`config.mk`:
```
export PLATFORM = sky130hd
export DESIGN_NAME = mflash_rd_seq
export DESIGN_NICKNAME = d
export VERILOG_FILES = /design/src/rtl/mflash_pkg.sv /design/src/rtl/mflash_sat_cnt.sv /design/src/rtl/mflash_capture.sv /design/src/rtl/mflash_rd_seq.sv
export SDC_FILE = /design/constraint.sdc
export NUM_CORES = 1
export LEC_CHECK = 0
export ABC_CLOCK_PERIOD_IN_PS = 2100
export CORE_ASPECT_RATIO = 1.25
export CORE_MARGIN = 5
export CORE_UTILIZATION = 40
export CTS_BUF_LIST = sky130_fd_sc_hd__clkbuf_4
export DETAILED_ROUTE_END_ITERATION = 12
export DONT_BUFFER_PORTS = 1
export SYNTH_ARGS = -nofsm -noshare
export SYNTH_HDL_FRONTEND = slang
export SYNTH_SLANG_ARGS = --single-unit
export TNS_END_PERCENT = 5
```
`constraint.sdc`:
```
create_clock -name clk -period 2.1 [get_ports clk]
set_input_delay 0.525 -clock clk [delete_from_list [all_inputs] [get_ports clk]]
set_output_delay 0.525 -clock clk [all_outputs]
set_load 0.01 [all_outputs]
```
`src/rtl/mflash_pkg.sv`:
```
package mflash_pkg;

    typedef enum logic [2:0] {
        ST_IDLE,
        ST_ADDR,
        ST_HOLD,
        ST_TURN,
        ST_READ,
        ST_REL
    } seq_st_e;

    function automatic int ns2cyc(input int ns, input int per);
        return (ns + per - 1) / per;
    endfunction

    function automatic int imax(input int a, input int b);
        return (a > b) ? a : b;
    endfunction

endpackage

```
`src/rtl/mflash_sat_cnt.sv`:
```
module mflash_sat_cnt #(
    parameter int LIMIT    = 1,
    parameter bit RST_FULL = 1'b0
) (
    input  logic clk,
    input  logic rst_n,
    input  logic clr_i,
    input  logic en_i,
    output logic done_o
);
    localparam int CW = (LIMIT < 1) ? 1 : $clog2(LIMIT + 1);
    localparam logic [CW-1:0] TOP = CW'(LIMIT);

    logic [CW-1:0] cnt_d, cnt_q;

    always_comb begin
        cnt_d = cnt_q;
        if (clr_i) begin
            cnt_d = '0;
        end else if (en_i && (cnt_q != TOP)) begin
            cnt_d = cnt_q + 1'b1;
        end
    end

    always_ff @(posedge clk or negedge rst_n) begin
        if (!rst_n) begin
            cnt_q <= RST_FULL ? TOP : '0;
        end else begin
            cnt_q <= cnt_d;
        end
    end

    assign done_o = (cnt_q == TOP);

endmodule

```
`src/rtl/mflash_capture.sv`:
```
module mflash_capture #(
    parameter int W = 16
) (
    input  logic         clk,
    input  logic         rst_n,
    input  logic         take_i,
    input  logic [W-1:0] ad_i,
    output logic         vld_o,
    output logic [W-1:0] data_o
);
    logic         vld_d, vld_q;
    logic [W-1:0] data_d, data_q;

    always_comb begin
        vld_d  = take_i;
        data_d = take_i ? ad_i : data_q;
    end

    always_ff @(posedge clk or negedge rst_n) begin
        if (!rst_n) begin
            vld_q  <= 1'b0;
            data_q <= '0;
        end else begin
            vld_q  <= vld_d;
            data_q <= data_d;
        end
    end

    assign vld_o  = vld_q;
    assign data_o = data_q;

endmodule

```
`src/rtl/mflash_rd_seq.sv`:
```
module mflash_rd_seq
    import mflash_pkg::*;
#(
    parameter int BUS_W     = 16,
    parameter int CLK_NS    = 8,
    parameter int T_CE_NS   = 76,
    parameter int T_AA_NS   = 76,
    parameter int T_ACC_NS  = 76,
    parameter int T_RC_NS   = 76,
    parameter int T_AVDP_NS = 12,
    parameter int T_AS_NS   = 5,
    parameter int T_AH_NS   = 6,
    parameter int T_OE_NS   = 20,
    parameter int T_OEZ_NS  = 15,
    parameter int T_ASO_NS  = 10,
    parameter int T_WEA_NS  = 15
) (
    input  logic             clk,
    input  logic             rst_n,
    input  logic             req_valid,
    output logic             req_ready,
    input  logic [BUS_W-1:0] req_addr,
    output logic             rd_valid,
    output logic [BUS_W-1:0] rd_data,
    output logic             fb_ce_n,
    output logic             fb_avd_n,
    output logic             fb_oe_n,
    output logic             fb_we_n,
    output logic [BUS_W-1:0] fb_ad_o,
    output logic             fb_ad_oe,
    input  logic [BUS_W-1:0] fb_ad_i
);
    // phase lengths in clock cycles, rounded up
    localparam int N_AVDL = imax(imax(ns2cyc(T_AVDP_NS, CLK_NS), ns2cyc(T_AS_NS, CLK_NS)), 1);
    localparam int N_AH   = imax(ns2cyc(T_AH_NS, CLK_NS), 1);
    localparam int N_ASO  = ns2cyc(T_ASO_NS, CLK_NS);
    localparam int N_TURN = imax(N_ASO - N_AVDL - N_AH, 1);
    localparam int N_OE   = imax(ns2cyc(T_OE_NS, CLK_NS), 1);
    localparam int N_ACC  = imax(ns2cyc(imax(imax(T_CE_NS, T_AA_NS), T_ACC_NS), CLK_NS), 1);
    localparam int N_RC   = imax(ns2cyc(T_RC_NS, CLK_NS), 1);
    localparam int N_REL  = imax(ns2cyc(T_OEZ_NS, CLK_NS), 1);
    localparam int N_WEA  = imax(ns2cyc(T_WEA_NS, CLK_NS), 1);
    localparam int PH_MAX = imax(imax(N_AVDL, N_AH), imax(N_TURN, N_REL));
    localparam int PH_W   = $clog2(PH_MAX + 1);

    typedef struct packed {
        seq_st_e          st;
        logic [PH_W-1:0]  ph;
        logic [BUS_W-1:0] addr;
        logic             ce_n;
        logic             avd_n;
        logic             oe_n;
        logic             ad_oe;
    } seq_s;

    seq_s s_d, s_q;
    logic ready;
    logic accept;
    logic take;
    logic guard_done;
    logic gap_done;
    logic ce_done;
    logic oe_done;

    // write-recovery guard after reset
    mflash_sat_cnt #(.LIMIT(N_WEA - 1), .RST_FULL(1'b0)) u_guard (
        .clk(clk), .rst_n(rst_n), .clr_i(1'b0), .en_i(1'b1), .done_o(guard_done)
    );

    // read-cycle spacing, counted from each accepted request
    mflash_sat_cnt #(.LIMIT(N_RC - 1), .RST_FULL(1'b1)) u_gap (
        .clk(clk), .rst_n(rst_n), .clr_i(accept), .en_i(1'b1), .done_o(gap_done)
    );

    // access time from chip-enable / strobe / address
    mflash_sat_cnt #(.LIMIT(N_ACC - 1), .RST_FULL(1'b0)) u_ce_age (
        .clk(clk), .rst_n(rst_n), .clr_i(s_q.ce_n), .en_i(!s_q.ce_n), .done_o(ce_done)
    );

    // access time from output-enable
    mflash_sat_cnt #(.LIMIT(N_OE - 1), .RST_FULL(1'b0)) u_oe_age (
        .clk(clk), .rst_n(rst_n), .clr_i(s_q.oe_n), .en_i(!s_q.oe_n), .done_o(oe_done)
    );

    mflash_capture #(.W(BUS_W)) u_cap (
        .clk(clk), .rst_n(rst_n), .take_i(take), .ad_i(fb_ad_i),
        .vld_o(rd_valid), .data_o(rd_data)
    );

    assign ready = (s_q.st == ST_IDLE) && guard_done && gap_done;

    always_comb begin
        s_d    = s_q;
        accept = 1'b0;
        take   = 1'b0;
        unique case (s_q.st)
            ST_IDLE: begin
                if (req_valid && ready) begin
                    accept     = 1'b1;
                    s_d.st     = ST_ADDR;
                    s_d.ph     = PH_W'(N_AVDL - 1);
                    s_d.addr   = req_addr;
                    s_d.ce_n   = 1'b0;
                    s_d.avd_n  = 1'b0;
                    s_d.ad_oe  = 1'b1;
                end
            end
            ST_ADDR: begin
                if (s_q.ph == '0) begin
                    s_d.st    = ST_HOLD;
                    s_d.ph    = PH_W'(N_AH - 1);
                    s_d.avd_n = 1'b1;
                end else begin
                    s_d.ph = s_q.ph - 1'b1;
                end
            end
            ST_HOLD: begin
                if (s_q.ph == '0) begin
                    s_d.st    = ST_TURN;
                    s_d.ph    = PH_W'(N_TURN - 1);
                    s_d.ad_oe = 1'b0;
                end else begin
                    s_d.ph = s_q.ph - 1'b1;
                end
            end
            ST_TURN: begin
                if (s_q.ph == '0) begin
                    s_d.st   = ST_READ;
                    s_d.oe_n = 1'b0;
                end else begin
                    s_d.ph = s_q.ph - 1'b1;
                end
            end
            ST_READ: begin
                if (ce_done && oe_done) begin
                    take     = 1'b1;
                    s_d.st   = ST_REL;
                    s_d.ph   = PH_W'(N_REL - 1);
                    s_d.ce_n = 1'b1;
                    s_d.oe_n = 1'b1;
                end
            end
            ST_REL: begin
                if (s_q.ph == '0) begin
                    s_d.st = ST_IDLE;
                end else begin
                    s_d.ph = s_q.ph - 1'b1;
                end
            end
            default: begin
                s_d.st    = ST_IDLE;
                s_d.ce_n  = 1'b1;
                s_d.avd_n = 1'b1;
                s_d.oe_n  = 1'b1;
                s_d.ad_oe = 1'b0;
            end
        endcase
    end

    always_ff @(posedge clk or negedge rst_n) begin
        if (!rst_n) begin
            s_q <= '{st: ST_IDLE, ph: '0, addr: '0, ce_n: 1'b1,
                     avd_n: 1'b1, oe_n: 1'b1, ad_oe: 1'b0};
        end else begin
            s_q <= s_d;
        end
    end

    assign req_ready = ready;
    assign fb_ce_n   = s_q.ce_n;
    assign fb_avd_n  = s_q.avd_n;
    assign fb_oe_n   = s_q.oe_n;
    assign fb_we_n   = 1'b1;
    assign fb_ad_o   = s_q.addr;
    assign fb_ad_oe  = s_q.ad_oe;

endmodule

```
==> metrics.md <==
| Metric | Value |
|---|---|
| IO Port Bufs | `0` |
| RSZ-0062 raised after global routing | `false` |
| Die span in y | `approximately 100 um` |
| Total power draw | `approximately 3.5 mW` |
| Seq cells post-synth | `53` |
| CP endpoint kind | `primary output` |
| Post-synthesis adder-cell area fraction | `4.034%` |
| Largest family of logic cells by synthesized area | `multiplexers` |
| Fillers | `approximately 570` |
| Final Setup Violations | `0` |
| Clk sink count | `between 50 and 60` |
| Skew-Pair Late Insertion Delay | `around 0.38 ns` |
| Clock Root Buffer | `clkbuf_4` |
| Period utilization | `between 90% and 100%` |
| Post-Syn Instances | `just over 200` |
| Hold wc startpoint | `req_addr[9]` |
| CTS H-tree depth | `2` |
| Register area | `approximately 1300 um^2` |
| Area after DPL | `2486 um^2` |
| Post-Place Worst Slack | `around 0.19 ns` |
| Multi-input logic area | `around 1000 um^2` |
| Reg clk slew, reported paths | `between 0.15 and 0.2 ns` |
| Most common cell in the netlist | `dfrtp_1` |
| Post-DP HPWL | `around 3.2 mm` |
| Worst Path Max Fanout | `8` |
| Post-synthesis xor/xnor area fraction | `2.118%` |
| GPL Wtd Cong | `roughly 0.76` |
| Leakage | `1.224 nW` |
| Nets | `about 240` |
| Max frequency | `roughly 0.49 GHz` |
| Avg Inst Size Synth | `12.22 um^2` |
| Number of remaining DRC errors | `0` |
| Top-area cell type share of the netlist area | `48.41%` |
| Crit path launch type | `flip-flop` |
| Required @ worst endpoint | `1.57 ns` |
| 1st-pass router iterations | `4` |
| VDD IR-drop max | `just under 0.5 mV` |
| Compound-gate portion of the synthesized area | `under 10%` |
| Grt total ovfl | `0` |
| Initial detailed-routing violation count | `roughly 130` |
| N_diodes | `0` |
| Post-synthesis sequential area ratio | `about 54%` |
| GRT Total Usage | `between 10 and 15%` |
| Setup TNS Final | `0 ns` |
| First-pass GRT wire length | `roughly 7.8 mm` |
| Min cycle time layout | `just over 2 ns` |
| Synth Flop Type | `dfrtp_1` |
| Yosys warnings | `0` |
| Number of flops mapped to enable cells by yosys | `0` |
| CTS tree | `built` |
| Clock skew | `approximately 0.017 ns` |
| Min-delay worst type | `primary input to flip-flop` |
| Pwr per Cell Area | `between 1000 and 1500 nW/um^2` |
| Die Wd | `80.45 um` |
| Largest net degree at the start of global routing | `54` |
| Routed len/inst | `16.10 um` |
| Outcome | `completed` |
| Netlist cell types | `between 40 and 50` |
| Crit path launch | `s_q[22]$_DFFE_PN0P_` |
| Worst reg-to-reg setup slack | `about 0.15 ns` |
| Synth top area cells | `dfrtp_1, mux2_2, dfstp_2` |
| # IOs | `74` |
| Hold Path Sink | `fb_ad_o[9]$_DFFE_PN0P_` |
| Vias per cell | `just over 5` |
| Post-DRT Antenna Nets | `0` |
| Initial antenna violation count | `0` |
| Most frequent cells after synthesis | `dfrtp_1, mux2_2, buf_4` |
| Core Area | `6126 um^2` |
| Synth Area in Simple Gates | `8.976%` |
| Worst r2r src | `u_gap.cnt_q[0]$_DFFE_PN1P_` |
| CTS Buffer Depth | `2` |
| Final hold vios | `0` |
| Routed wire length | `roughly 4.6 mm` |
| Number of global-route vias before repair | `~1.6k` |
| CP Data Arrival Time | `1.52 ns` |
| Die area | `7888 um^2` |
| R2r worst-path depth | `6` |
| Final Instance Area | `between 2000 and 3000 um^2` |
| Hold path cells | `1` |
| Initial core utilization | `40.50%` |
| Inserted Clock Buffers | `5` |
| Mux share of post-synthesis cell area | `about 16%` |
| Number of max-cap violations | `0` |
| Synth Cell Area | `2481 um^2` |
| Final max-slew violation count | `0` |
| Post-synth top area cell | `dfrtp_1` |
| Area Growth Syn to Fin | `6.808%` |
| Asr flop ratio synth | `100.0%` |
| Final worst setup slack | `around 0.055 ns` |
| Rows | `32` |
| CP Class | `flip-flop to primary output` |
| Via count | `between 1k and 1.5k` |
| Reg2reg end | `s_q[21]$_DFFE_PN0P_` |
| Share of cells above drive strength 1 | `between 30 and 40%` |
kinds of logic (layout without fill, tap and decap cells):
family / after synthesis / in the layout
flops: 53 / 53
mux: 34 / 34
compound gates: 26 / 26
xor+xnor: 6 / 6
fa+ha+maj: 8 / 8
buf+inv: 33 / 31
simple gates: 42 / 42
other cells: 1 / 2
registers in the layout (all words and copies together), names as in the netlist:
signal	cells
fb_ad_oe	1
u_guard.done_o	1
u_cap.data_o	16
fb_ad_o	16
fb_avd_n	1
u_ce_age.cnt_q	4
u_cap.vld_o	1
u_oe_age.cnt_q	2
u_gap.cnt_q	4
s_q	5
fb_oe_n	1
fb_ce_n	1
layout by cell type, fill, tap and decap left out, drive strengths merged, types with 2 or more instances in the layout:
master | netlist | final
dfrtp | 48 | 48
mux2 | 33 | 33
nor2 | 16 | 16
buf | 22 | 13
inv | 9 | 12
ha | 8 | 8
a21oi | 7 | 7
nor3 | 7 | 7
nand2 | 5 | 5
clkbuf | 2 | 5
dfstp | 5 | 5
nand3 | 4 | 4
xor2 | 3 | 3
xnor2 | 3 | 3
o21ai | 3 | 3
a211oi | 3 | 3
nand2b | 2 | 2
o22ai | 2 | 2
nand3b | 2 | 2
a211o | 2 | 2
conb | 1 | 2
report_power, final:
group,switching (mW),leakage [nW],internal [mW],total [mW]
Combinational,0.561,0.506,0.645,1.21
Clock,0.366,0.0381,0.149,0.515
Sequential,0.404,0.680,1.39,1.79
through the flow:
step / util (%) / cells / hold slack (ns)
3_5_place_dp: 40.58 / 272 / 0.2307
3_3_place_gp: 40.58 / 272 / 0.2307
4_1_cts: 42.93 / 286 / 0.2557
2_1_floorplan: - / 204 / 0.2294
5_1_grt: 43.26 / 287 / 0.2317
6_report: 43.26 / 287 / 0.2709
final cells by class:
type / instances / share of cell area, %
clock buffers: 5 / 1.416
clock inverters: 3 / 1.086
inverters: 9 / 1.275
multi-input cells: 118 / 36.64
flip-flops and latches: 53 / 50.28
well taps: 85 / 4.013
repair buffers: 14 / 5.288
how the worst max path moves through the flow:
stage / end / slack [ns]
floorplan: s_q[21]$_DFFE_PN0P_ / 0.21
global placement: s_q[21]$_DFFE_PN0P_ / 0.23
detailed placement: s_q[21]$_DFFE_PN0P_ / 0.19
CTS: req_ready / 0.05
global route: req_ready / 0.02
finish: req_ready / 0.06
layer usage:
layer  track usage (%)  share of wire [%]
met1             15.59                 42
met5                 0                  0
met3             5.627                9.5
met4             3.511               0.87
met2             18.62                 47
worst max-delay path, cell delays in order (launching register included):
cell and delay [ns]:
dfrtp_1 0.49, buf_4 0.20, nor3_2 0.21, and3_4 0.23
what timing repair did:
action,CTS,global route
setup endpoints to repair,1,1
pin swaps,1,1
hold buffers,2,0
buffers inserted,5,1
resized for setup,3,2
hold endpoints to repair,53,0
Note: power is estimated with default switching activity, not from simulation.
